File: src/rtl/nand_seq_pkg.sv
package nand_seq_pkg;
  typedef enum logic [1:0] {OP_READ = 2'd0, OP_PROG = 2'd1, OP_ERASE = 2'd2, OP_NOP = 2'd3} op_e;
  typedef enum logic [1:0] {RES_OK = 2'd0, RES_TMO = 2'd1, RES_FAIL = 2'd2} res_e;
  typedef enum logic [3:0] {
    S_IDLE, S_CMD, S_ADDR, S_WDATA, S_CONF, S_SCMD, S_SRD, S_RCMD, S_RDATA
  } st_e;

  localparam logic [7:0] C_READ     = 8'h00;
  localparam logic [7:0] C_READ_GO  = 8'h30;
  localparam logic [7:0] C_PROG     = 8'h80;
  localparam logic [7:0] C_PROG_GO  = 8'h10;
  localparam logic [7:0] C_ERASE    = 8'h60;
  localparam logic [7:0] C_ERASE_GO = 8'hD0;
  localparam logic [7:0] C_STAT     = 8'h70;

  localparam int RDY_BIT  = 6;
  localparam int FAIL_BIT = 0;
endpackage

File: src/rtl/nand_addr_fmt.sv
module nand_addr_fmt #(
  parameter int BLK_W = 11,
  parameter int PG_W  = 6,
  parameter int COL_W = 11
) (
  input  logic [BLK_W-1:0] blk_i,
  input  logic [PG_W-1:0]  pg_i,
  input  logic [2:0]       idx_i,
  input  logic             erase_i,
  output logic [7:0]       byte_o
);
  localparam int RAW_W = 35;

  logic [RAW_W-1:0] raw;

  always_comb begin
    raw = (RAW_W'(blk_i) << (COL_W + PG_W)) | (RAW_W'(pg_i) << COL_W);
    if (erase_i) begin
      // row bytes only, column dropped
      case (idx_i)
        3'd0:    byte_o = raw[18:11];
        3'd1:    byte_o = raw[26:19];
        default: byte_o = raw[34:27];
      endcase
    end else begin
      case (idx_i)
        3'd0:    byte_o = raw[7:0];
        3'd1:    byte_o = {5'b0, raw[10:8]};
        3'd2:    byte_o = raw[18:11];
        3'd3:    byte_o = raw[26:19];
        default: byte_o = {7'b0, raw[27]};
      endcase
    end
  end
endmodule

File: src/rtl/nand_seq_cnt.sv
module nand_seq_cnt #(
  parameter int LIMIT = 4,
  localparam int W = (LIMIT > 1) ? $clog2(LIMIT) : 1
) (
  input  logic clk_i,
  input  logic rst_ni,
  input  logic clr_i,
  input  logic inc_i,
  output logic last_o
);
  logic [W-1:0] cnt_q;

  assign last_o = (cnt_q == W'(LIMIT - 1));

  always_ff @(posedge clk_i or negedge rst_ni) begin
    if (!rst_ni)     cnt_q <= '0;
    else if (clr_i)  cnt_q <= '0;
    else if (inc_i)  cnt_q <= last_o ? '0 : cnt_q + W'(1);
  end

  AST_CNT_RANGE: assert property (@(posedge clk_i) disable iff (!rst_ni)
    cnt_q <= W'(LIMIT - 1));
endmodule

File: src/rtl/nand_page_seq.sv
module nand_page_seq
  import nand_seq_pkg::*;
#(
  parameter int BLK_W       = 11,
  parameter int PG_W        = 6,
  parameter int COL_W       = 11,
  parameter int MAIN_WORDS  = 1024,
  parameter int SPARE_WORDS = 32,
  parameter int MAX_POLL    = 1500
) (
  input  logic             clk_i,
  input  logic             rst_ni,
  input  logic             req_i,
  input  logic [1:0]       op_i,
  input  logic [BLK_W-1:0] blk_i,
  input  logic [PG_W-1:0]  page_i,
  output logic             done_o,
  output logic [1:0]       result_o,
  output logic             dev_cle_o,
  output logic             dev_ale_o,
  output logic [7:0]       dev_byte_o,
  output logic             dev_wr_o,
  output logic [15:0]      dev_wd_o,
  output logic             dev_re_o,
  input  logic [15:0]      dev_rd_i,
  input  logic             in_valid_i,
  input  logic [15:0]      in_data_i,
  output logic             in_ready_o,
  output logic             out_valid_o,
  output logic [15:0]      out_data_o,
  input  logic             out_ready_i
);
  localparam int PAGE_WORDS = MAIN_WORDS + SPARE_WORDS;

  st_e              st_q;
  op_e              op_q;
  res_e             res_q;
  logic [BLK_W-1:0] blk_q;
  logic [PG_W-1:0]  pg_q;
  logic [2:0]       aidx_q;
  logic             done_q;
  logic             out_vld_q;
  logic [15:0]      out_dat_q;

  logic       fire_rd, rdy, word_last, poll_last;
  logic [2:0] aidx_last;
  logic [7:0] cmd_b, addr_b;

  assign rdy       = dev_rd_i[RDY_BIT];
  assign fire_rd   = (st_q == S_RDATA) && (!out_vld_q || out_ready_i);
  assign aidx_last = (op_q == OP_ERASE) ? 3'd2 : 3'd4;

  assign in_ready_o  = (st_q == S_WDATA);
  assign dev_wr_o    = in_ready_o && in_valid_i;
  assign dev_wd_o    = in_data_i;
  assign dev_re_o    = (st_q == S_SRD) || fire_rd;
  assign dev_ale_o   = (st_q == S_ADDR);
  assign dev_cle_o   = (st_q == S_CMD) || (st_q == S_CONF) || (st_q == S_SCMD) || (st_q == S_RCMD);
  assign dev_byte_o  = dev_cle_o ? cmd_b : (dev_ale_o ? addr_b : 8'h00);
  assign done_o      = done_q;
  assign result_o    = res_q;
  assign out_valid_o = out_vld_q;
  assign out_data_o  = out_dat_q;

  always_comb begin
    case (st_q)
      S_CMD:   cmd_b = (op_q == OP_READ) ? C_READ : ((op_q == OP_PROG) ? C_PROG : C_ERASE);
      S_CONF:  cmd_b = (op_q == OP_READ) ? C_READ_GO : ((op_q == OP_PROG) ? C_PROG_GO : C_ERASE_GO);
      S_RCMD:  cmd_b = C_READ;
      default: cmd_b = C_STAT;
    endcase
  end

  nand_addr_fmt #(.BLK_W(BLK_W), .PG_W(PG_W), .COL_W(COL_W)) u_addr (
    .blk_i   (blk_q),
    .pg_i    (pg_q),
    .idx_i   (aidx_q),
    .erase_i (op_q == OP_ERASE),
    .byte_o  (addr_b)
  );

  // shared by program and read data phases
  nand_seq_cnt #(.LIMIT(PAGE_WORDS)) u_words (
    .clk_i  (clk_i),
    .rst_ni (rst_ni),
    .clr_i  (st_q == S_IDLE),
    .inc_i  (dev_wr_o || fire_rd),
    .last_o (word_last)
  );

  nand_seq_cnt #(.LIMIT(MAX_POLL)) u_poll (
    .clk_i  (clk_i),
    .rst_ni (rst_ni),
    .clr_i  (st_q == S_CONF),
    .inc_i  ((st_q == S_SRD) && !rdy),
    .last_o (poll_last)
  );

  always_ff @(posedge clk_i or negedge rst_ni) begin
    if (!rst_ni) begin
      st_q   <= S_IDLE;
      op_q   <= OP_READ;
      res_q  <= RES_OK;
      blk_q  <= '0;
      pg_q   <= '0;
      aidx_q <= '0;
      done_q <= 1'b0;
    end else begin
      done_q <= 1'b0;
      case (st_q)
        S_IDLE: if (req_i && (op_e'(op_i) != OP_NOP)) begin
          op_q  <= op_e'(op_i);
          blk_q <= blk_i;
          pg_q  <= page_i;
          st_q  <= S_CMD;
        end
        S_CMD: begin
          aidx_q <= '0;
          st_q   <= S_ADDR;
        end
        S_ADDR: begin
          if (aidx_q == aidx_last) st_q <= (op_q == OP_PROG) ? S_WDATA : S_CONF;
          else                     aidx_q <= aidx_q + 3'd1;
        end
        S_WDATA: if (dev_wr_o && word_last) st_q <= S_CONF;
        S_CONF:  st_q <= S_SCMD;
        S_SCMD:  st_q <= S_SRD;
        S_SRD: begin
          if (rdy) begin
            if (op_q == OP_READ) begin
              st_q <= S_RCMD;
            end else begin
              st_q   <= S_IDLE;
              done_q <= 1'b1;
              res_q  <= dev_rd_i[FAIL_BIT] ? RES_FAIL : RES_OK;
            end
          end else if (poll_last) begin
            st_q   <= S_IDLE;
            done_q <= 1'b1;
            res_q  <= RES_TMO;
          end else begin
            st_q <= S_SCMD;
          end
        end
        S_RCMD: st_q <= S_RDATA;
        S_RDATA: if (fire_rd && word_last) begin
          st_q   <= S_IDLE;
          done_q <= 1'b1;
          res_q  <= RES_OK;
        end
        default: st_q <= S_IDLE;
      endcase
    end
  end

  always_ff @(posedge clk_i or negedge rst_ni) begin
    if (!rst_ni) begin
      out_vld_q <= 1'b0;
      out_dat_q <= '0;
    end else if (fire_rd) begin
      out_vld_q <= 1'b1;
      out_dat_q <= dev_rd_i;
    end else if (out_ready_i) begin
      out_vld_q <= 1'b0;
    end
  end

  AST_ONE_STROBE: assert property (@(posedge clk_i) disable iff (!rst_ni)
    $onehot0({dev_cle_o, dev_ale_o, dev_wr_o, dev_re_o}));
  AST_ADDR_AFTER_CMD: assert property (@(posedge clk_i) disable iff (!rst_ni)
    $rose(dev_ale_o) |-> $past(dev_cle_o));
  AST_DONE_PULSE: assert property (@(posedge clk_i) disable iff (!rst_ni)
    done_o |=> !done_o);
  AST_RESULT_CODE: assert property (@(posedge clk_i) disable iff (!rst_ni)
    done_o |-> (result_o != 2'd3));
  AST_OUT_HOLD: assert property (@(posedge clk_i) disable iff (!rst_ni)
    (out_valid_o && !out_ready_i) |=> (out_valid_o && $stable(out_data_o)));
endmodule

File: config.mk
export PLATFORM = sky130hd
export DESIGN_NAME = nand_page_seq
export DESIGN_NICKNAME = d
export VERILOG_FILES = /design/src/rtl/nand_seq_pkg.sv /design/src/rtl/nand_addr_fmt.sv /design/src/rtl/nand_seq_cnt.sv /design/src/rtl/nand_page_seq.sv
export SDC_FILE = /design/constraint.sdc
export NUM_CORES = 1
export LEC_CHECK = 0
export BUFFER_PORTS_ARGS = -buffer_cell sky130_fd_sc_hd__clkbuf_2
export CAP_MARGIN = 20
export CORE_AREA = 2 2 96 98
export DETAILED_ROUTE_END_ITERATION = 10
export DIE_AREA = 0 0 98 100
export PLACE_DENSITY_LB_ADDON = 0.1
export SYNTH_ARGS = -nofsm -noshare
export SYNTH_HDL_FRONTEND = slang
export SYNTH_SLANG_ARGS = --single-unit
File: constraint.sdc
create_clock -name clk_i -period 3.4 [get_ports clk_i]
set_clock_uncertainty 0.1 [all_clocks]
set_input_delay 0 -clock clk_i [delete_from_list [all_inputs] [get_ports clk_i]]
set_output_delay 0 -clock clk_i [all_outputs]
set_load 0.005 [all_outputs]
==> impl_results.md <==
- Status: finished clean
- Cells after synthesis: 376
- Final Max Tran Viols: 0
- CP Cell Sequence: inv_1 -> ha_1 -> a21oi_1 -> o32ai_1 -> a22o_1 -> clkbuf_2
- Combinational fraction of design power: 37.1%
- Post-CTS sizing: 0
- Synthesized area per cell: 10.2 um2
- Max FO, Critical Path: 14
- Fin Hold WS: 0.0228 ns
- Reg power frac: 39.1%
- Largest net degree at the start of global routing: 43
- Post-synth EDFFs: 0
- Sw power: 1220 uW
- First drt pass iteration count: 4
- Syn nets: 439
- Period minus WS final: 2.55 ns
- Cell Int Power: 2270 uW
- Drt total wl: 8600 um
- Setup WS pre-CTS: 1.03 ns
- Gpl congestion: 0.822
- Vias/cell: 5.37
- Max_cap viols: 0
- Hold Vio Cnt, Final: 0
- Critical Path RT: 3.30 ns
- Global-route wire length before repair: 14800 um
- GRT Util Overall: a little under a fifth
- Slowest stage delay, CP: 0.63 ns
- N_diodes: 0
- Clock share of power: 23.8%
- Largest area contributor in the netlist: dfrtp_1
- H-tree Lvls: 3
- Post-Syn Area: approximately 3800 um2
- Synth top cells by count: dfrtp_1 (68), nand2_1 (29), a21oi_1 (25), mux2_2 (24), buf_4 (18)
- Most common cell in the netlist: dfrtp_1
- Hold Crit Class: input pin to register
- Sw Ratio: 35.0%
- Final Cycle Share: 75.1%
- Setup_tns: 0 ns
- Slowest-stage cell, CP: dfrtp_1
- Fillcell total: 794
- #FFs+latches synth: 68
- Cell Area, Placed: between 4000 and 5000 um2
- I/O Buffers: between 70 and 80
- Vias: 3199
- Root Buffer: clkbuf_8
- Ys flop type: dfrtp_1
- Wirelength per Cell: 14.4 um
- Pwr/cell area: around 710 nW/um2
- Final ANT Viol Nets: 0
- Area grow syn2layout: 28.6%
- Worst Max-Slew Pin Slew: 0.787 ns
- Max Clk Rate: 392 MHz
- Synth top area share: between 40 and 50%
- Layout cells sized above 1: between 20% and 30%
- Cell area after layout: 4940 um2
- Setup slack after layout: 0.848 ns
- Max clock buf depth: 2
- # clock sinks: between 60 and 70
- Synth area leaders: dfrtp_1 (44%), mux2_2 (7.0%), buf_4 (3.5%), a21oi_1 (3.3%), mux2_1 (2.9%)
- Slew HR: 47.4%
- Height of the chip: 100 um
- Initial Util: 43.2%
- Die X: 98 um
- Crit path launch type: register
- Arr. time, crit path: 2.45 ns
- Total die area: 9800 um2
- Worst-skew pair later-pin latency: around 0.34 ns
- Total clock buffers created by CTS: 9
- Synth Warn #: 0
- CTS clk-pin slew, worst paths: around 0.070 ns
- DPL Wire Length: 5740 um
- DR iter-0 viols: 195
- Core area: just under 9000 um2
- Seq/Total Area, Yosys: between 40% and 50%
- Post-layout nets: 543
- CTS tree: done
- Congestion Overflow GR: 0
- Vias in the first global route: between 3000 and 4000
- Worst vdd ir: about 0.37 mV
- RSZ-0062 raised after global routing: false
- Finish-stage setup viols: 0
- Post-layout utilization of the core: 55.5%
- Synth cell types: 60
- Row cnt: 35
- Critical path class: register to primary output
- Synth async-reset ratio: 100%
- Leakage power: 0.00226 uW
- Initial antenna violation count: 0
- I/O Pins: 105
- Drt drc: 0
- CP Capture Type: primary output
[power groups by stage]
stage	Clock (uW)	Sequential [uW]	Combinational, uW
after detailed placement	0	1390	1250
after floorplan	0	1230	999
final	832	1370	1300
after global placement	0	1380	1250
after global routing	896	1420	1460
after CTS	859	1370	1310
[sequential cells by signal, summed over array words and instances (netlist names), 3 cells and up]
signal         flops
st_q               4
pg_q               6
u_poll.cnt_q      11
u_words.cnt_q     11
out_data_o        16
aidx_q             3
blk_q             11
[cells in the final DEF, fill, tap and decap left out, types with 5 or more instances in the layout]
cell type      count
a21oi_1           25
a22o_1             5
and2_1             5
and3_1             5
clkbuf_2          71
clkbuf_8          10
dfrtp_1           68
dlygate4sd3_1     53
ha_1               7
inv_1             13
mux2_1            10
mux2_2            24
mux2i_1            5
nand2_1           29
nand3_1            8
nand4_1           10
nor2_1            12
nor2b_1            8
o21ai_0           17
or3_1              7
xor2_1             6
[repair_timing]
item,in CTS,in global routing
hold buffers,53,0
buffers inserted,0,0
hold endpoints to repair,79,0
[worst paths after layout]
kind | from | to | slack [ns] | cells past startpoint
max | aidx_q[2] | dev_byte_o[6] | 0.85 | 6
min | in_valid_i | st_q[0] | 0.02 | 4
max reg2reg | u_poll.cnt_q[0] | u_poll.cnt_q[10] | 0.99 | 5
min reg2reg | pg_q[2] | pg_q[2] | 0.39 | 1
max in group asynchronous | rst_ni | out_data_o[4] | 2.11 | 3
min in group asynchronous | rst_ni | blk_q[10] | 0.13 | 2
[metrics by stage]
step                      cells  power, uW
after floorplan             376       2230
after global placement      527       2620
after detailed placement    527       2640
after CTS                   596       3540
after global routing        596       3780
final                       596       3500
[area by class of cell]
type	instances	area, um2	share of cell area [%]
clock buffer	10	138	2.79
tap	111	139	2.81
clock inverter	6	111	2.26
sequential	68	1700	34.5
multi-input combinational	259	1880	38.0
inverter	13	48.8	0.989
timing repair buffer	129	921	18.7
[worst max-delay path, delay by kind of cell (launching register included)]
family | cells | cell delay, ns
fa+ha+maj | 1 | 0.25
compound gates | 3 | 1.00
flops | 1 | 0.63
buf+inv | 2 | 0.23
[metal layers]
| metal | up-vias | track usage (%) | share of wire, % | wire [um] |
|---|---|---|---|---|
| li1 | 1565 | - | - | - |
| met1 | 1546 | 24.2 | 48 | 4110 |
| met2 | 82 | 30.7 | 47 | 4020 |
| met3 | 6 | 4.25 | 4.2 | 365 |
| met4 | 0 | 6.09 | 1.1 | 97 |
| met5 | - | 0 | 0 | 0 |
[kinds of logic (layout without fill, tap and decap cells)]
group,after synthesis,count (layout),share of synthesized area [%]
compound gates,82,82,13.9
fa+ha+maj,7,7,2.28
simple gates,125,125,20.1
xor+xnor,6,6,1.37
flops,68,68,44.3
buf+inv,49,158,6.78
mux,39,39,11.3
Note: power is estimated with default switching activity, not from simulation.
